$ cat src/rtl/pin_edge_irq_pkg.sv
// Package: shared types for the dual-pin edge interrupt capture.
// Assumes pin A sits at index 1 and pin B at index 0 of every 2-bit pin vector.
package pin_edge_irq_pkg;

    localparam int NUM_PINS = 2;
    localparam int PIN_A    = 1;
    localparam int PIN_B    = 0;

    // Joint edge-sensitivity code for both pins (first word: pin A, second: pin B).
    typedef enum logic [1:0] {
        SEL_FALL_FALL = 2'b00,
        SEL_FALL_RISE = 2'b01,
        SEL_RISE_FALL = 2'b10,
        SEL_ANY_ANY   = 2'b11
    } edge_sel_e;

    // Per-pin enables derived from the select code.
    typedef struct packed {
        logic [NUM_PINS-1:0] rise_en;
        logic [NUM_PINS-1:0] fall_en;
    } edge_en_t;

    // Expand the joint select code into per-pin rise/fall enables.
    function automatic edge_en_t decode_sel(edge_sel_e s);
        edge_en_t e;
        e = '0;
        case (s)
            SEL_FALL_FALL: begin
                e.fall_en[PIN_A] = 1'b1;
                e.fall_en[PIN_B] = 1'b1;
            end
            SEL_FALL_RISE: begin
                e.fall_en[PIN_A] = 1'b1;
                e.rise_en[PIN_B] = 1'b1;
            end
            SEL_RISE_FALL: begin
                e.rise_en[PIN_A] = 1'b1;
                e.fall_en[PIN_B] = 1'b1;
            end
            default: begin
                e.rise_en = '1;
                e.fall_en = '1;
            end
        endcase
        return e;
    endfunction

endpackage

$ cat src/rtl/pin_edge_irq_sync.sv
// Module: multi-stage synchroniser for a vector of asynchronous pins.
// Assumes each bit is independent; resets every stage to RESET_VAL.
module pin_edge_irq_sync #(
    parameter int               WIDTH     = 2,
    parameter int               STAGES    = 2,
    parameter logic [WIDTH-1:0] RESET_VAL = '1
) (
    input  logic             clk,
    input  logic             rst_n,
    input  logic [WIDTH-1:0] d,
    output logic [WIDTH-1:0] q
);

    logic [WIDTH-1:0] stage_q [STAGES];

    genvar g;
    generate
        for (g = 0; g < STAGES; g++) begin : g_stage
            if (g == 0) begin : g_first
                // First flop: capture the raw asynchronous inputs.
                always_ff @(posedge clk) begin
                    if (!rst_n) stage_q[g] <= RESET_VAL;
                    else        stage_q[g] <= d;
                end
            end else begin : g_next
                // Later flops: let metastability settle.
                always_ff @(posedge clk) begin
                    if (!rst_n) stage_q[g] <= RESET_VAL;
                    else        stage_q[g] <= stage_q[g-1];
                end
            end
        end
    endgenerate

    assign q = stage_q[STAGES-1];

endmodule

$ cat src/rtl/pin_edge_irq_detect.sv
// Module: edge detector comparing the current synchronised level with the previous one.
// Assumes lvl is already synchronous; the history always follows lvl, whatever enables are set.
module pin_edge_irq_detect #(
    parameter int               WIDTH     = 2,
    parameter logic [WIDTH-1:0] RESET_VAL = '1
) (
    input  logic             clk,
    input  logic             rst_n,
    input  logic             arm,
    input  logic [WIDTH-1:0] lvl,
    input  logic [WIDTH-1:0] rise_en,
    input  logic [WIDTH-1:0] fall_en,
    output logic [WIDTH-1:0] hit
);

    logic [WIDTH-1:0] hist_q;

    // History: previous synchronised sample, updated every cycle.
    always_ff @(posedge clk) begin
        if (!rst_n) hist_q <= RESET_VAL;
        else        hist_q <= lvl;
    end

    genvar g;
    generate
        for (g = 0; g < WIDTH; g++) begin : g_pin
            logic rose;
            logic fell;
            assign rose   = lvl[g] & ~hist_q[g];
            assign fell   = ~lvl[g] & hist_q[g];
            assign hit[g] = arm & ((rise_en[g] & rose) | (fall_en[g] & fell));
        end
    endgenerate

endmodule

$ cat src/rtl/pin_edge_irq_req.sv
// Module: bank of sticky request flops with per-line set and clear.
// Assumes set and clear are synchronous pulses; set has priority over clear.
module pin_edge_irq_req #(
    parameter int LINES = 3
) (
    input  logic             clk,
    input  logic             rst_n,
    input  logic [LINES-1:0] set,
    input  logic [LINES-1:0] clr,
    output logic [LINES-1:0] req
);

    genvar g;
    generate
        for (g = 0; g < LINES; g++) begin : g_line
            // Request flop: set wins, otherwise clear, otherwise hold.
            always_ff @(posedge clk) begin
                if (!rst_n)      req[g] <= 1'b0;
                else if (set[g]) req[g] <= 1'b1;
                else if (clr[g]) req[g] <= 1'b0;
            end
        end
    endgenerate

endmodule

$ cat src/rtl/pin_edge_irq.sv
// Module: dual-pin edge interrupt capture (top).
// Synchronises pins A and B, detects the edges chosen by a 2-bit joint select code
// and raises sticky requests on fixed lines. Assumes the select field is written
// only through sel_we/sel_wdata, and that pins idle high.
module pin_edge_irq
    import pin_edge_irq_pkg::*;
#(
    parameter int REQ_LINES   = 3,
    parameter int LINE_A      = 2,
    parameter int LINE_B      = 0,
    parameter int SYNC_STAGES = 2
) (
    input  logic                 clk,
    input  logic                 rst_n,
    input  logic                 pin_a,
    input  logic                 pin_b,
    input  logic                 sel_we,
    input  logic [1:0]           sel_wdata,
    input  logic [REQ_LINES-1:0] req_clr,
    output logic [REQ_LINES-1:0] req_out,
    output logic [1:0]           pin_level
);

    localparam logic [NUM_PINS-1:0] IDLE_LEVEL = '1;
    localparam int ARM_CYC = SYNC_STAGES + 1;
    localparam int CNT_W   = $clog2(ARM_CYC + 1);

    edge_sel_e           sel_q;
    edge_en_t            en;
    logic [NUM_PINS-1:0] raw_pins;
    logic [NUM_PINS-1:0] sync_lvl;
    logic [NUM_PINS-1:0] hit;
    logic [REQ_LINES-1:0] set_vec;
    logic [CNT_W-1:0]    arm_cnt;
    logic                armed;

    // Select register: holds the joint edge code.
    always_ff @(posedge clk) begin
        if (!rst_n)      sel_q <= SEL_FALL_FALL;
        else if (sel_we) sel_q <= edge_sel_e'(sel_wdata);
    end

    // Arming counter: blocks detection until synchroniser and history hold real samples.
    always_ff @(posedge clk) begin
        if (!rst_n)      arm_cnt <= '0;
        else if (!armed) arm_cnt <= arm_cnt + 1'b1;
    end

    assign armed = (arm_cnt == CNT_W'(ARM_CYC));

    assign raw_pins[PIN_A] = pin_a;
    assign raw_pins[PIN_B] = pin_b;
    assign en = decode_sel(sel_q);

    pin_edge_irq_sync #(
        .WIDTH     (NUM_PINS),
        .STAGES    (SYNC_STAGES),
        .RESET_VAL (IDLE_LEVEL)
    ) u_sync (
        .clk   (clk),
        .rst_n (rst_n),
        .d     (raw_pins),
        .q     (sync_lvl)
    );

    pin_edge_irq_detect #(
        .WIDTH     (NUM_PINS),
        .RESET_VAL (IDLE_LEVEL)
    ) u_detect (
        .clk     (clk),
        .rst_n   (rst_n),
        .arm     (armed),
        .lvl     (sync_lvl),
        .rise_en (en.rise_en),
        .fall_en (en.fall_en),
        .hit     (hit)
    );

    // Routing: pin A events to LINE_A, pin B events to LINE_B, others idle.
    always_comb begin
        set_vec         = '0;
        set_vec[LINE_A] = hit[PIN_A];
        set_vec[LINE_B] = hit[PIN_B];
    end

    pin_edge_irq_req #(
        .LINES (REQ_LINES)
    ) u_req (
        .clk   (clk),
        .rst_n (rst_n),
        .set   (set_vec),
        .clr   (req_clr),
        .req   (req_out)
    );

    assign pin_level = sync_lvl;

endmodule

$ cat config.mk
export PLATFORM = sky130hd
export DESIGN_NAME = pin_edge_irq
export DESIGN_NICKNAME = d
export VERILOG_FILES = /design/src/rtl/pin_edge_irq_pkg.sv /design/src/rtl/pin_edge_irq_sync.sv /design/src/rtl/pin_edge_irq_detect.sv /design/src/rtl/pin_edge_irq_req.sv /design/src/rtl/pin_edge_irq.sv
export SDC_FILE = /design/constraint.sdc
export NUM_CORES = 1
export LEC_CHECK = 0
export BUFFER_PORTS_ARGS = -buffer_cell sky130_fd_sc_hd__buf_4
export CAP_MARGIN = 20
export CORE_MARGIN = 2
export CORE_UTILIZATION = 28
export CTS_BUF_LIST = sky130_fd_sc_hd__clkbuf_4 sky130_fd_sc_hd__clkbuf_8
export CTS_CLUSTER_DIAMETER = 40
export DETAILED_ROUTE_END_ITERATION = 7
export MAX_ROUTING_LAYER = met4
export SLEW_MARGIN = 20
export SYNTH_ARGS = -nofsm -noshare
export SYNTH_HDL_FRONTEND = slang
export SYNTH_SLANG_ARGS = --single-unit
$ cat constraint.sdc
create_clock -name clk -period 1.37 [get_ports clk]
set_input_delay 0 -clock clk [delete_from_list [all_inputs] [get_ports clk]]
set_output_delay 0 -clock clk [all_outputs]
set_load 0.05 [all_outputs]
==> summary.txt, run 1 <==
Outcome
  • Status: finished, final reports clean

Die
  • Num rows: 14
  • Starting density of the core: 29.9%
  • Floorplan Core Area: 1510 um2
  • Die ar.: roughly 1900 um2
  • Die width: 44.1 um
  • Ports: 15
  • Die Ht: 44.1 um

Critical path
  • Worst path slowest cell: dfxtp_1
  • Slowest stage delay, CP: between 300 and 400 ps
  • CP required: 1540 ps
  • Worst path cell trace: ha_1, xnor2_1, and2_1
  • Kind of critical path: reg -> reg
  • Max Fanout on Critical Path: 3
  • Worst Path Arrival: approximately 1100 ps
  • CP startpoint kind: flop
  • Crit end category: flop

Route
  • Wire length per cell: ~9.3 um
  • Met2 wire len: ~310 um
  • Top layer in use: met3
  • Post-DRT Antenna Nets: 0
  • Vias: 335
  • DRC: 0
  • Drt total wl: 744 um
  • Detail Route met3 WL: 78 um
  • M1 wire length: 355 um
  • Via/cell ratio: 4.19
  • Detailed Route Iter0 Violations: 0
  • Drt pass-1 iters: 1

Yosys
  • Synth Instances: 43
  • Post-synth EDFFs: 0
  • Synth Register Bits: 12
  • Post-synth top flop: dfxtp_1
  • Mapped Area: 450 um2
  • Synth unique cells: 16
  • Syn. warnings: 0
  • Syn avg cell area: about 10 um2
  • Syn_nets: 54
  • Sequential cell area fraction in the yosys report: approximately 53%
  • Ranking of synthesized cells by area: dfxtp_1 53%, mux2i_1 6.7%, or2b_1 5.0%
  • Most frequent cell after synthesis: dfxtp_1
  • Ys async rst share: 0%
  • Post-synth top area cell: dfxtp_1
  • Top cell type's share of synthesized area: 53.3%

Timing
  • Fmax: 1050 MHz
  • Final WS setup: 419 ps
  • Final Setup Violations: 0
  • Final hold vios: 0
  • Final-report max-slew violation count: 0
  • Clk_skew: roughly 4.0 ps
  • Post-layout min period: ~950 ps
  • Fin crit share: 69.4%
  • Unrepaired setup endpoints after global routing: false
  • Setup TNS: 0 ps

Global routing
  • Global-route wire length before repair: 1.35 mm
  • GR Util All Layers: 10.4%
  • Largest net degree at the start of global routing: 14
  • Antenna violations before repair: 0
  • Congestion Overflow GR: 0
  • Number of global-route vias before repair: 348

Flow run
  • Max-cap violation count: 0

Clock tree
  • Num CTS Buffers: 3
  • Clk buf depth: 2
  • Root Buffer: clkbuf_4
  • Worst-Skew Late Latency: 280 ps
  • H-Tree Depth: 1
  • TritonCTS Sinks: 12
  • CTS tree: yes
  • Post-CTS Resized: 0
  • Clock transition at the registers of the reported paths: 80 ps

Placement
  • I/O Buffers: 12
  • Detail Placement HPWL: between 400 and 500 um
  • Setup slack at placement: approximately 420 ps
  • Placer Congestion: ~0.77

Finish
  • Post-layout nets: between 70 and 80
  • ANT cells: 0
  • Filler cells: 146
  • Share of layout cells above drive strength 1: between 20 and 30%
  • Area delta synth->final: 44.7%

Pwr
  • Leakage Power: roughly 0.30 nW
  • PD cells: 1200 nW/um2
  • Peak VDD IR: about 0.62 mV

Hold path
  • Worst Hold Class: in -> reg
==> per-stage QoR <==
| stage | total power [mW] | instances | utilization (%) | instance area [um2] | hold WS [ps] |
|---|---|---|---|---|---|
| floorplan | 0.465 | 43 | - | 450 | 96.4 |
| global placement | 0.491 | 69 | 36.2 | 546 | 180 |
| detailed placement | 0.495 | 69 | 36.2 | 546 | 181 |
| CTS | 0.804 | 80 | 43.3 | 652 | 1.42 |
| global route | 0.846 | 80 | 43.3 | 652 | 27.4 |
| finish | 0.784 | 80 | 43.3 | 652 | 7.58 |
==> registers in the layout, summed over array words and instances, names as in the netlist <==
| name | cells |
|---|---|
| sel_q | 2 |
| u_detect.hist_q | 2 |
| u_req.req | 2 |
| arm_cnt | 2 |
| u_sync.stage_q | 4 |
==> layout make-up <==
class	count	area, um2	area share, %
flip-flops and latches	12	240	36.9
multi-input cells	27	188	28.8
repair buffers	19	160	24.6
clock buffers	4	36.3	5.57
well taps	16	20.0	3.07
inverters	2	7.51	1.15
==> final timing paths <==
check,startpoint,to,slack [ps],cells after the start
worst max-delay path,arm_cnt[0],arm_cnt[0],420,3
worst max register to register,arm_cnt[0],arm_cnt[0],420,3
worst min-delay path,sel_we,sel_q[1],8,3
worst min register to register,u_sync.stage_q[0][1],u_sync.stage_q[1][1],410,1
==> report_power, final <==
part / internal [mW] / switching, mW
clock network: 0.162 / 0.121
registers: 0.373 / 0.0136
logic: 0.0651 / 0.0489
total: 0.600 / 0.184
==> timing repair <==
action / 4_1_cts / 5_1_grt
setup buffers: 0 / 0
hold buffers: 7 / 0
hold endpoints to repair: 9 / 0
==> placed cells by master (no fill, tap or decap) <==
| cell type | netlist | routed |
|---|---|---|
| mux2i_1 | 3 | 3 |
| dfxtp_1 | 12 | 12 |
| dlygate4sd3_1 | 0 | 7 |
| o21ai_1 | 2 | 2 |
| or2b_1 | 3 | 3 |
| nor2b_1 | 3 | 3 |
| conb_1 | 1 | 1 |
| and3b_1 | 2 | 2 |
| xnor2_1 | 1 | 1 |
| and2_1 | 1 | 1 |
| clkbuf_4 | 0 | 3 |
| buf_4 | 2 | 12 |
| inv_1 | 2 | 2 |
| ha_1 | 1 | 1 |
| nand2_1 | 3 | 3 |
| clkbuf_8 | 0 | 1 |
| a31oi_1 | 2 | 2 |
| nand2b_1 | 3 | 3 |
| nand3b_1 | 2 | 2 |
==> critical path, delay by kind of cell, from the launching register on <==
kind                     cells  cell delay [ps]
XOR/XNOR                     1              130
AND/OR/NAND/NOR              1              150
flip-flops                   1              330
adder cells (fa/ha/maj)      1              240
==> routing by layer <==
metal | up-vias | track usage [%]
met5 | - | -
met4 | 0 | 1.82
met3 | 0 | 7.76
met2 | 15 | 17.6
met1 | 142 | 9.50
li1 | 178 | -
==> kinds of logic after synthesis <==
logic type               after synthesis  synth area share, %
AND/OR/NAND/NOR                       17                 24.4
buffers and inverters                  4                 5.00
adder cells (fa/ha/maj)                1                 2.78
XOR/XNOR                               1                 1.94
multiplexers                           3                 6.67
other                                  1                0.833
flip-flops                            12                 53.3
AO/OA/AOI/OAI                          4                 5.00
No activity file was read; power rests on OpenSTA's default activity.
==> inputs of run 2 (changes only) <==
Settings changed: ABC_AREA set to 1.
Clock period 1.37 ns to 0.9 ns, I/O delays scaled along.
==> run 2 against run 1 <==
Clock-buffer cell count unchanged. Sequential share of layout area is 0.058 points lower. Non-clock buffer count unchanged. Clock power is 47% higher. Routed wire length is 13% higher. Setup slack worse by 410 ps. Design area is 5.4% higher. Largest cell class unchanged.
==> summary.txt, run 2 <==
Outcome
  • Status: finished, final reports clean

Global routing
  • Number of global-route vias before repair: ~360
  • Global-route wire length before repair: 1.42 mm
  • Antenna violations before repair: 0
  • Largest net degree at the start of global routing: 8
  • Congestion Overflow GR: 0
  • GR Util All Layers: between 10 and 15%

Placement
  • Detail Placement HPWL: between 500 and 600 um
  • Placer Congestion: 0.684
  • I/O Buffers: 12
  • Placed Cells: 85

Die
  • Floorplan Core Area: 1510 um2
  • Num rows: 14
  • Die ar.: 1940 um2
  • Die Ht: 44.0 um
  • Ports: 15
  • Starting density of the core: 29.7%
  • Die width: 44.0 um

Finish
  • Area delta synth->final: 53.4%
  • Post-layout nets: 91
  • Filler cells: 144
  • Max FFs per register: 4
  • Largest Register: u_sync.stage_q
  • Post-layout util: ~46%
  • ANT cells: 0
  • Share of layout cells above drive strength 1: 36.7%
  • Final Non-Filler Cells: 95
  • Leading cell types in the layout, fill and taps excluded: 14 x nand2_1, 14 x buf_4, 9 x inv_1

Timing
  • Final-report max-slew violation count: 0
  • Unrepaired setup endpoints after global routing: true
  • Setup TNS: 0 ps
  • Final Setup Violations: 0
  • Clk_skew: roughly 4.2 ps
  • Fin crit share: slightly below 100%
  • Final hold vios: 0
  • Fmax: 1120 MHz
  • Post-layout min period: ~890 ps

Critical path
  • Worst path slowest cell: dfxtp_2
  • Worst path cell trace: ha_4, inv_4, a21oi_2, nand2_1, a21oi_1
  • CP required: 1100 ps
  • Max Fanout on Critical Path: 3
  • Slowest stage delay, CP: between 300 and 400 ps
  • Worst Path Arrival: 1090 ps
  • Crit end category: flop
  • Register-to-Register Setup Slack: approximately 8.0 ps
  • Kind of critical path: reg -> reg
  • CP startpoint kind: flop

Route
  • Drt total wl: between 800 and 900 um
  • Drt pass-1 iters: 4
  • Detail Route met3 WL: 65 um
  • Detailed Route Iter0 Violations: 16
  • Via/cell ratio: 4.17
  • Post-DRT Antenna Nets: 0
  • Top layer in use: met4
  • M1 wire length: 353 um
  • Met2 wire len: 414 um
  • Vias: 396
  • DRC: 0
  • Wire length per cell: 8.81 um

Pwr
  • Leakage Power: 0.346 nW
  • Peak VDD IR: 1.34 mV
  • PD cells: 1870 nW/um2
  • Final total power: 1.29 mW

Yosys
  • Commonest cells post-synth: 14 x nand2_1, 12 x dfxtp_1, 9 x inv_1
  • Ranking of synthesized cells by area: dfxtp_1 54%, nand2_1 12%, inv_1 7.5%
  • Syn. warnings: 0
  • Synth unique cells: 12
  • Most frequent cell after synthesis: nand2_1
  • Mapped Area: between 400 and 500 um2
  • Post-synth top area cell: dfxtp_1
  • Synth Instances: 57
  • Sequential cell area fraction in the yosys report: 53.6%
  • Post-synth EDFFs: 0
  • Ys async rst share: 0%
  • Syn avg cell area: 7.86 um2
  • Post-synth top flop: dfxtp_1
  • Syn_nets: 68
  • Top cell type's share of synthesized area: 53.6%
  • Synth Register Bits: 12

Hold path
  • Worst Hold Class: in -> reg

Clock tree
  • CTS tree: yes
  • Worst-Skew Late Latency: 270 ps
  • H-Tree Depth: 1
  • Clk buf depth: 2
  • Root Buffer: clkbuf_4
  • Clock transition at the registers of the reported paths: 70 ps
  • TritonCTS Sinks: 12
  • Num CTS Buffers: 3

Flow run
  • Max-cap violation count: 0
-- run 2: cell types whose count changed in the layout (fill, tap and decap cells not counted), sizes merged, moves of 2 or more --
| cell | previous run | this run |
|---|---|---|
| nand2 | 3 | 14 |
| inv | 2 | 11 |
| a21oi | 0 | 6 |
| or2 | 0 | 4 |
| mux2i | 3 | 0 |
| nand2b | 3 | 0 |
| nor2 | 0 | 3 |
| nor2b | 3 | 0 |
| or2b | 3 | 0 |
| a31oi | 2 | 0 |
| and3b | 2 | 0 |
| buf | 12 | 14 |
| dlygate4sd3 | 7 | 5 |
| nand3b | 2 | 0 |
-- run 2: path summary, 6_finish.rpt --
path                                           start              endpoint  depth (start not counted)
worst max register to register            arm_cnt[0]          u_req.req[2]                          5
worst min-delay path                    sel_wdata[1]              sel_q[1]                          3
worst max-delay path                      arm_cnt[0]          u_req.req[2]                          5
worst min register to register  u_sync.stage_q[0][0]  u_sync.stage_q[1][0]                          1
-- run 2: power breakdown --
group	leakage, nW	internal [mW]	switching, mW
registers	0.101	0.580	0.0378
clock network	0.0210	0.246	0.170
logic	0.225	0.133	0.119
-- run 2: cells by family after synthesis --
group	synth area share [%]
AO/OA/AOI/OAI	10.1
XOR/XNOR	1.96
adder cells (fa/ha/maj)	2.79
buffers and inverters	10.9
flip-flops	53.6
other	0.837
AND/OR/NAND/NOR	19.8
-- run 2: routing by layer --
metal | up-vias | global-route usage (%)
li1 | 211 | -
met1 | 168 | 10.9
met2 | 15 | 17.4
met3 | 2 | 6.25
met4 | 0 | 5.45
met5 | - | -
-- run 2: what timing repair did --
item | 4_1_cts | 5_1_grt
hold buffers | 5 | 0
buffers inserted | 0 | 1
resized for setup | 4 | 2
pin swaps | 3 | 3
hold endpoints to repair | 6 | 0
endpoints found under the setup margin | 3 | 3
-- run 2: worst max-delay path, delay by kind of cell, from the launching register on --
family                   cells  cell delay, ps
AO/OA/AOI/OAI                2             200
adder cells (fa/ha/maj)      1             170
buffers and inverters        1              40
flip-flops                   1             360
AND/OR/NAND/NOR              1              60
-- run 2: cell type report --
class	count	area (um2)	area share [%]
clock buffers	4	36.3	5.28
multi-input cells	33	179	26.0
inverters	11	43.8	6.38
well taps	16	20.0	2.91
flip-flops and latches	12	253	36.8
repair buffers	19	155	22.6
-- run 2: through the flow --
step	instance area, um2	hold slack (ps)	setup WS (ps)
6_report	687	8.53	8.00
5_1_grt	687	26.6	-31.5
3_3_place_gp	571	181	-19.3
3_5_place_dp	571	184	-53.9
4_1_cts	673	1.40	-7.04
2_1_floorplan	460	69.1	8.78
